File: src/rtl/msk_pkg.sv
package msk_pkg;

  typedef enum logic [1:0] {
    ST_IDLE = 2'd0,
    ST_SEND = 2'd1,
    ST_TAIL = 2'd2
  } tx_state_e;

  // Phase increment per sample tick for a tone of f_hz at sample rate fs_hz.
  function automatic logic [31:0] tone_step(input longint f_hz, input longint fs_hz,
                                            input int acc_w);
    longint num;
    num = f_hz << acc_w;
    return 32'(num / fs_hz);
  endfunction

  // Half-wave parabolic shaping of a pw-bit phase into a signed code of
  // peak amp: positive in the first half of the cycle, negative in the second.
  function automatic int shape_code(input logic [15:0] ph, input int pw, input int amp);
    longint n;
    longint x;
    longint mag;
    logic   neg_half;
    n        = longint'(1) << (pw - 1);
    neg_half = ph[pw-1];
    x        = longint'(ph) & (n - 1);
    mag      = (4 * x * (n - x) * longint'(amp)) / (n * n);
    return neg_half ? -int'(mag) : int'(mag);
  endfunction

endpackage

File: src/rtl/msk_bit_sequencer.sv
module msk_bit_sequencer
  import msk_pkg::*;
#(
  parameter int SPB    = 64,
  parameter int BYTE_W = 8
) (
  input  logic              clk,
  input  logic              rst_n,
  input  logic              gen_reset,
  input  logic              smp_en,
  input  logic [BYTE_W-1:0] tx_data,
  input  logic              tx_valid,
  output logic              tx_ready,
  output tx_state_e         state_o,
  output logic              adv_o,
  output logic              line_bit,
  output logic              bit_end
);
  localparam int CNT_W = (SPB > 1) ? $clog2(SPB) : 1;
  localparam int BL_W  = (BYTE_W > 1) ? $clog2(BYTE_W) : 1;
  localparam logic [CNT_W-1:0] TICK_LAST = CNT_W'(SPB - 1);
  localparam logic [BL_W-1:0]  BITS_AFTER_FIRST = BL_W'(BYTE_W - 1);

  tx_state_e         state_q;
  logic [BYTE_W-1:0] hold_q;
  logic              hold_full_q;
  logic [BYTE_W-1:0] shift_q;
  logic [BL_W-1:0]   bits_left_q;
  logic [CNT_W-1:0]  tick_q;
  logic              bit_end_q;

  logic accept;
  logic last_tick;
  logic send_tick;

  assign accept    = tx_valid && !hold_full_q && !gen_reset;
  assign last_tick = smp_en && (tick_q == TICK_LAST);
  assign send_tick = smp_en && (state_q == ST_SEND);

  always_ff @(posedge clk or negedge rst_n) begin
    if (!rst_n) begin
      state_q     <= ST_IDLE;
      hold_q      <= '0;
      hold_full_q <= 1'b0;
      shift_q     <= '0;
      bits_left_q <= '0;
      tick_q      <= '0;
      bit_end_q   <= 1'b0;
    end else if (gen_reset) begin
      state_q     <= ST_IDLE;
      hold_full_q <= 1'b0;
      shift_q     <= '0;
      bits_left_q <= '0;
      tick_q      <= '0;
      bit_end_q   <= 1'b0;
    end else begin
      bit_end_q <= 1'b0;
      if (accept) begin
        hold_q      <= tx_data;
        hold_full_q <= 1'b1;
      end
      unique case (state_q)
        ST_IDLE, ST_TAIL: begin
          if (hold_full_q) begin
            shift_q     <= hold_q;
            hold_full_q <= 1'b0;
            bits_left_q <= BITS_AFTER_FIRST;
            tick_q      <= '0;
            state_q     <= ST_SEND;
          end else if (state_q == ST_TAIL && smp_en) begin
            if (last_tick) begin
              tick_q  <= '0;
              state_q <= ST_IDLE;
            end else begin
              tick_q <= tick_q + 1'b1;
            end
          end
        end
        ST_SEND: begin
          if (smp_en) begin
            if (last_tick) begin
              bit_end_q <= 1'b1;
              tick_q    <= '0;
              if (bits_left_q != '0) begin
                shift_q     <= {shift_q[BYTE_W-2:0], 1'b0};
                bits_left_q <= bits_left_q - 1'b1;
              end else if (hold_full_q) begin
                shift_q     <= hold_q;
                hold_full_q <= 1'b0;
                bits_left_q <= BITS_AFTER_FIRST;
              end else begin
                state_q <= ST_TAIL;
              end
            end else begin
              tick_q <= tick_q + 1'b1;
            end
          end
        end
        default: state_q <= ST_IDLE;
      endcase
    end
  end

  assign tx_ready = !hold_full_q;
  assign state_o  = state_q;
  assign adv_o    = send_tick;
  assign line_bit = shift_q[BYTE_W-1];
  assign bit_end  = bit_end_q;

endmodule

File: src/rtl/msk_phase_nco.sv
module msk_phase_nco #(
  parameter int               ACC_W      = 16,
  parameter logic [ACC_W-1:0] STEP_MARK  = 16'd1024,
  parameter logic [ACC_W-1:0] STEP_SPACE = 16'd1536
) (
  input  logic             clk,
  input  logic             rst_n,
  input  logic             gen_reset,
  input  logic             adv,
  input  logic             bit_val,
  output logic [ACC_W-1:0] phase_o,
  output logic             wrap_o
);
  logic [ACC_W-1:0] acc_q;
  logic [ACC_W-1:0] step;
  logic [ACC_W:0]   sum;
  logic             wrap_q;

  assign step = bit_val ? STEP_MARK : STEP_SPACE;
  assign sum  = {1'b0, acc_q} + {1'b0, step};

  always_ff @(posedge clk or negedge rst_n) begin
    if (!rst_n) begin
      acc_q  <= '0;
      wrap_q <= 1'b0;
    end else if (gen_reset) begin
      acc_q  <= '0;
      wrap_q <= 1'b0;
    end else if (adv) begin
      acc_q  <= sum[ACC_W-1:0];
      wrap_q <= sum[ACC_W];
    end else begin
      wrap_q <= 1'b0;
    end
  end

  assign phase_o = acc_q;
  assign wrap_o  = wrap_q;

endmodule

File: src/rtl/msk_sine_shaper.sv
module msk_sine_shaper
  import msk_pkg::*;
#(
  parameter int PH_W  = 8,
  parameter int SMP_W = 8
) (
  input  logic                    clk,
  input  logic                    rst_n,
  input  logic                    clr,
  input  logic                    adv,
  input  logic [PH_W-1:0]         phase_hi,
  output logic signed [SMP_W-1:0] code_o
);
  localparam int AMP = (1 << (SMP_W - 1)) - 1;

  logic signed [SMP_W-1:0] code_q;
  logic signed [SMP_W-1:0] code_next;

  assign code_next = SMP_W'(shape_code(16'(phase_hi), PH_W, AMP));

  always_ff @(posedge clk or negedge rst_n) begin
    if (!rst_n)      code_q <= '0;
    else if (clr)    code_q <= '0;
    else if (adv)    code_q <= code_next;
  end

  assign code_o = code_q;

endmodule

File: src/rtl/msk_tone_mod.sv
module msk_tone_mod
  import msk_pkg::*;
#(
  parameter int SMP_HZ   = 76800,
  parameter int BAUD_HZ  = 1200,
  parameter int MARK_HZ  = 1200,
  parameter int SPACE_HZ = 1800,
  parameter int ACC_W    = 16,
  parameter int PH_W     = 8,
  parameter int SMP_W    = 8,
  parameter int BYTE_W   = 8
) (
  input  logic                    clk,
  input  logic                    rst_n,
  input  logic                    smp_en,
  input  logic                    gen_reset,
  input  logic [BYTE_W-1:0]       tx_data,
  input  logic                    tx_valid,
  output logic                    tx_ready,
  output logic                    line_bit,
  output logic                    bit_end,
  output logic                    tone_wrap,
  output logic                    out_en,
  output logic signed [SMP_W-1:0] sample_out
);
  localparam int SPB = SMP_HZ / BAUD_HZ;
  localparam logic [ACC_W-1:0] STEP_MARK  = ACC_W'(tone_step(MARK_HZ, SMP_HZ, ACC_W));
  localparam logic [ACC_W-1:0] STEP_SPACE = ACC_W'(tone_step(SPACE_HZ, SMP_HZ, ACC_W));

  tx_state_e               state;
  logic                    adv;
  logic [ACC_W-1:0]        phase;
  logic signed [SMP_W-1:0] code;
  logic                    sending;

  msk_bit_sequencer #(.SPB(SPB), .BYTE_W(BYTE_W)) u_seq (
    .clk      (clk),
    .rst_n    (rst_n),
    .gen_reset(gen_reset),
    .smp_en   (smp_en),
    .tx_data  (tx_data),
    .tx_valid (tx_valid),
    .tx_ready (tx_ready),
    .state_o  (state),
    .adv_o    (adv),
    .line_bit (line_bit),
    .bit_end  (bit_end)
  );

  msk_phase_nco #(.ACC_W(ACC_W), .STEP_MARK(STEP_MARK), .STEP_SPACE(STEP_SPACE)) u_nco (
    .clk      (clk),
    .rst_n    (rst_n),
    .gen_reset(gen_reset),
    .adv      (adv),
    .bit_val  (line_bit),
    .phase_o  (phase),
    .wrap_o   (tone_wrap)
  );

  assign sending = (state == ST_SEND);

  msk_sine_shaper #(.PH_W(PH_W), .SMP_W(SMP_W)) u_shape (
    .clk     (clk),
    .rst_n   (rst_n),
    .clr     (gen_reset || !sending),
    .adv     (adv),
    .phase_hi(phase[ACC_W-1 -: PH_W]),
    .code_o  (code)
  );

  assign out_en     = (state != ST_IDLE);
  assign sample_out = sending ? code : '0;

endmodule

File: config.mk
export PLATFORM = sky130hd
export DESIGN_NAME = msk_tone_mod
export DESIGN_NICKNAME = d
export VERILOG_FILES = /design/src/rtl/msk_pkg.sv /design/src/rtl/msk_bit_sequencer.sv /design/src/rtl/msk_phase_nco.sv /design/src/rtl/msk_sine_shaper.sv /design/src/rtl/msk_tone_mod.sv
export SDC_FILE = /design/constraint.sdc
export NUM_CORES = 1
export LEC_CHECK = 0
export BUFFER_PORTS_ARGS = -buffer_cell sky130_fd_sc_hd__buf_2
export CAP_MARGIN = 20
export CORE_MARGIN = 2
export CORE_UTILIZATION = 55
export DETAILED_ROUTE_END_ITERATION = 16
export PLACE_DENSITY = 0.69
export SYNTH_ARGS = -nofsm -noshare
export SYNTH_HDL_FRONTEND = slang
export SYNTH_HIERARCHICAL = 1
export SYNTH_SLANG_ARGS = --single-unit
File: constraint.sdc
create_clock -name clk -period 13.8 [get_ports clk]
set_input_delay 2.76 -clock clk [delete_from_list [all_inputs] [get_ports clk]]
set_output_delay 2.76 -clock clk [all_outputs]
set_load 0.05 [all_outputs]
==> summary.txt <==
Outcome
  – Status: finished clean

Synthesis
  – Synth Cell Area: 8169 µm²
  – Yosys warns: 6
  – Avg Cell Area, Syn: 9.127 µm²
  – Mapped Cells: just under 900

Critical path
  – Crit path max-delay family: adder cells
  – Buf/Inv on CP: 8
  – Startpoint Class: register
  – Cell mode on critical path: inv_1
  – WP data arrival: 11.68 ns
  – Setup CP Type: register to register
  – CP Data Required Time: 14.02 ns
  – Crit Path Max Fanout: 14
  – Worst stage delay on the critical path: 0.55 ns
  – Crit path max-delay cell type: xnor2_1
  – Worst setup EP type: register

Clocking
  – Sink Count: 45
  – CTS HTree Levels: 2
  – Clk pin slew, worst setup/hold paths: around 0.07 ns
  – CTS root buffer: clkbuf_16
  – Maximum clock insertion buffer count: 2
  – Post-CTS sizing: 0
  – Hold_buf cts: 0
  – Clk_lat worst skew: 0.28 ns
  – CTS Buf Count: 5
  – CTS tree: built
  – Post-CTS Setup Bufs: 0

Place
  – Routability Congestion: 0.8431
  – DP Worst Slack: 2.388 ns
  – HPWL after DPL: 12920 µm
  – Port Buffers: 25

Timing
  – Fin Clk Skew: 0.005118 ns
  – Min cycle time layout: 11.46 ns
  – Slew headroom: 43.29%
  – Worst slew pin tran: ~0.84 ns
  – # setup viols final: 0
  – Hold Violations, Final: 0
  – Setup TNS: 0 ns
  – Max Slew Vio Count: 0
  – F_max: 87.25 MHz
  – Worst setup margin: around 2.3 ns
  – RSZ-0062 raised after global routing: false
  – Fin crit share: 83.06%

Floorplanning
  – Die width: 125.9 µm
  – Initial Util: 56.21%
  – CORE AREA: 14530 µm²
  – Row cnt: between 40 and 50
  – Die height: 125.9 µm
  – I/O pins: 26
  – Area of the die: 15840 µm²

Drt
  – # DRC: 0
  – Final wirelength: 15710 µm
  – Pre-antenna DRT Iters: 5
  – Final ANT Viol Nets: 0
  – Via count: 5907
  – Via/cell ratio: between 5 and 6
  – Per-cell routed wire length: 14.30 µm
  – Detailed Route Iter0 Violations: 312

Global routing
  – GRT Total Usage: a little over a fifth
  – First-pass GRT wire length: roughly 29000 µm
  – Largest net degree at the start of global routing: 46
  – Total grt overflow: 0
  – Vias in the first global route: 6146
  – Antenna violations before repair: 0

Finish
  – Layout cells sized above 1: under 10%
  – Inserted Diodes: 0
  – Nets@finish: 1132
  – Layout area overhead: 5.162%
  – Fill cell count: 1342

Job
  – Max cap viols: 0

Hold path
  – Worst hold-check path type: register to register
## final cells by class
type	instances	area [µm²]	share of cell area, %
inverter	208	780.7	9.088
clock inverter	2	16.27	0.1893
tap	184	230.2	2.680
multi-input combinational	626	6138	71.45
timing repair buffer	28	160.2	1.864
sequential	45	1126	13.11
clock buffer	6	138.9	1.617
## sequential cells by signal, summed over array words and instances, names as in the netlist
| name | count |
|---|---|
| u_seq/state_o | 2 |
| u_nco/wrap_o | 1 |
| u_seq/bit_end | 1 |
| u_seq/shift_q | 8 |
| u_seq/tick_q | 6 |
| u_seq/bits_left_q | 3 |
| u_nco/phase_o | 7 |
| u_seq/hold_q | 8 |
| u_shape/code_o | 8 |
| u_seq/hold_full_q | 1 |
## routing by layer
layer / routed length [µm] / vias to the layer above / share of wire, % / GRT usage (%)
li1: - / 2926 / - / -
met1: 7856 / 2893 / 50 / 32.27
met2: 7472 / 84 / 48 / 35.42
met3: 330 / 4 / 2.1 / 1.699
met4: 51 / 0 / 0.32 / 2.004
met5: 0 / - / 0 / 0
## final timing paths
check | slack, ns | to | depth (start not counted) | startpoint
hold / removal | 0.49 | u_seq/shift_q[6]$_DFFE_PN0P_ | 1 | u_seq/shift_q[6]$_DFFE_PN0P_
max in group asynchronous | 11.04 | u_seq/hold_q[3]$_DFFE_PN0P_ | 2 | rst_n
min in group asynchronous | 2.31 | u_seq/tick_q[2]$_DFFE_PN0P_ | 1 | rst_n
setup reg to reg | 2.34 | u_shape/code_o[6]$_DFFE_PN0P_ | 47 | u_nco/phase_o[10]$_DFFE_PN0N_
hold reg to reg | 0.49 | u_seq/shift_q[6]$_DFFE_PN0P_ | 1 | u_seq/shift_q[6]$_DFFE_PN0P_
setup / recovery | 2.34 | u_shape/code_o[6]$_DFFE_PN0P_ | 47 | u_nco/phase_o[10]$_DFFE_PN0N_
## through the flow
step | instance area (µm²) | util [%] | std cells | hold WS (ns)
CTS | 8571 | 58.97 | 1098 | 0.4954
detailed placement | 8416 | 57.90 | 1090 | 0.4797
global route | 8591 | 59.11 | 1099 | 0.5343
finish | 8591 | 59.11 | 1099 | 0.4938
global placement | 8416 | 57.90 | 1090 | 0.4656
floorplan | 8195 | - | 902 | 0.4533
## cell usage in the layout, fill, tap and decap left out, drive strengths merged, types with 4 or more instances in the layout
cell type and count:
nand3 18, nand4 5, buf 28, o22a 9, o21a 9, conb 9, nor3 17, and3 5
o21bai 5, a21o 8, a211oi 6, xor2 15, ha 103, and3b 8, a311oi 6, inv 209
mux2i 10, xnor2 28, nand2b 11, nor2 50, nand2 29, a31oi 5, nor2b 26, a21oi 37
nor3b 7, mux2 4, or3 5, fa 102, and2 13, clkbuf 6, o21ai 24, dfrtp 45
Power is not shown: default switching activity piles up to over one toggle a cycle in this logic, so the estimate is an artifact.
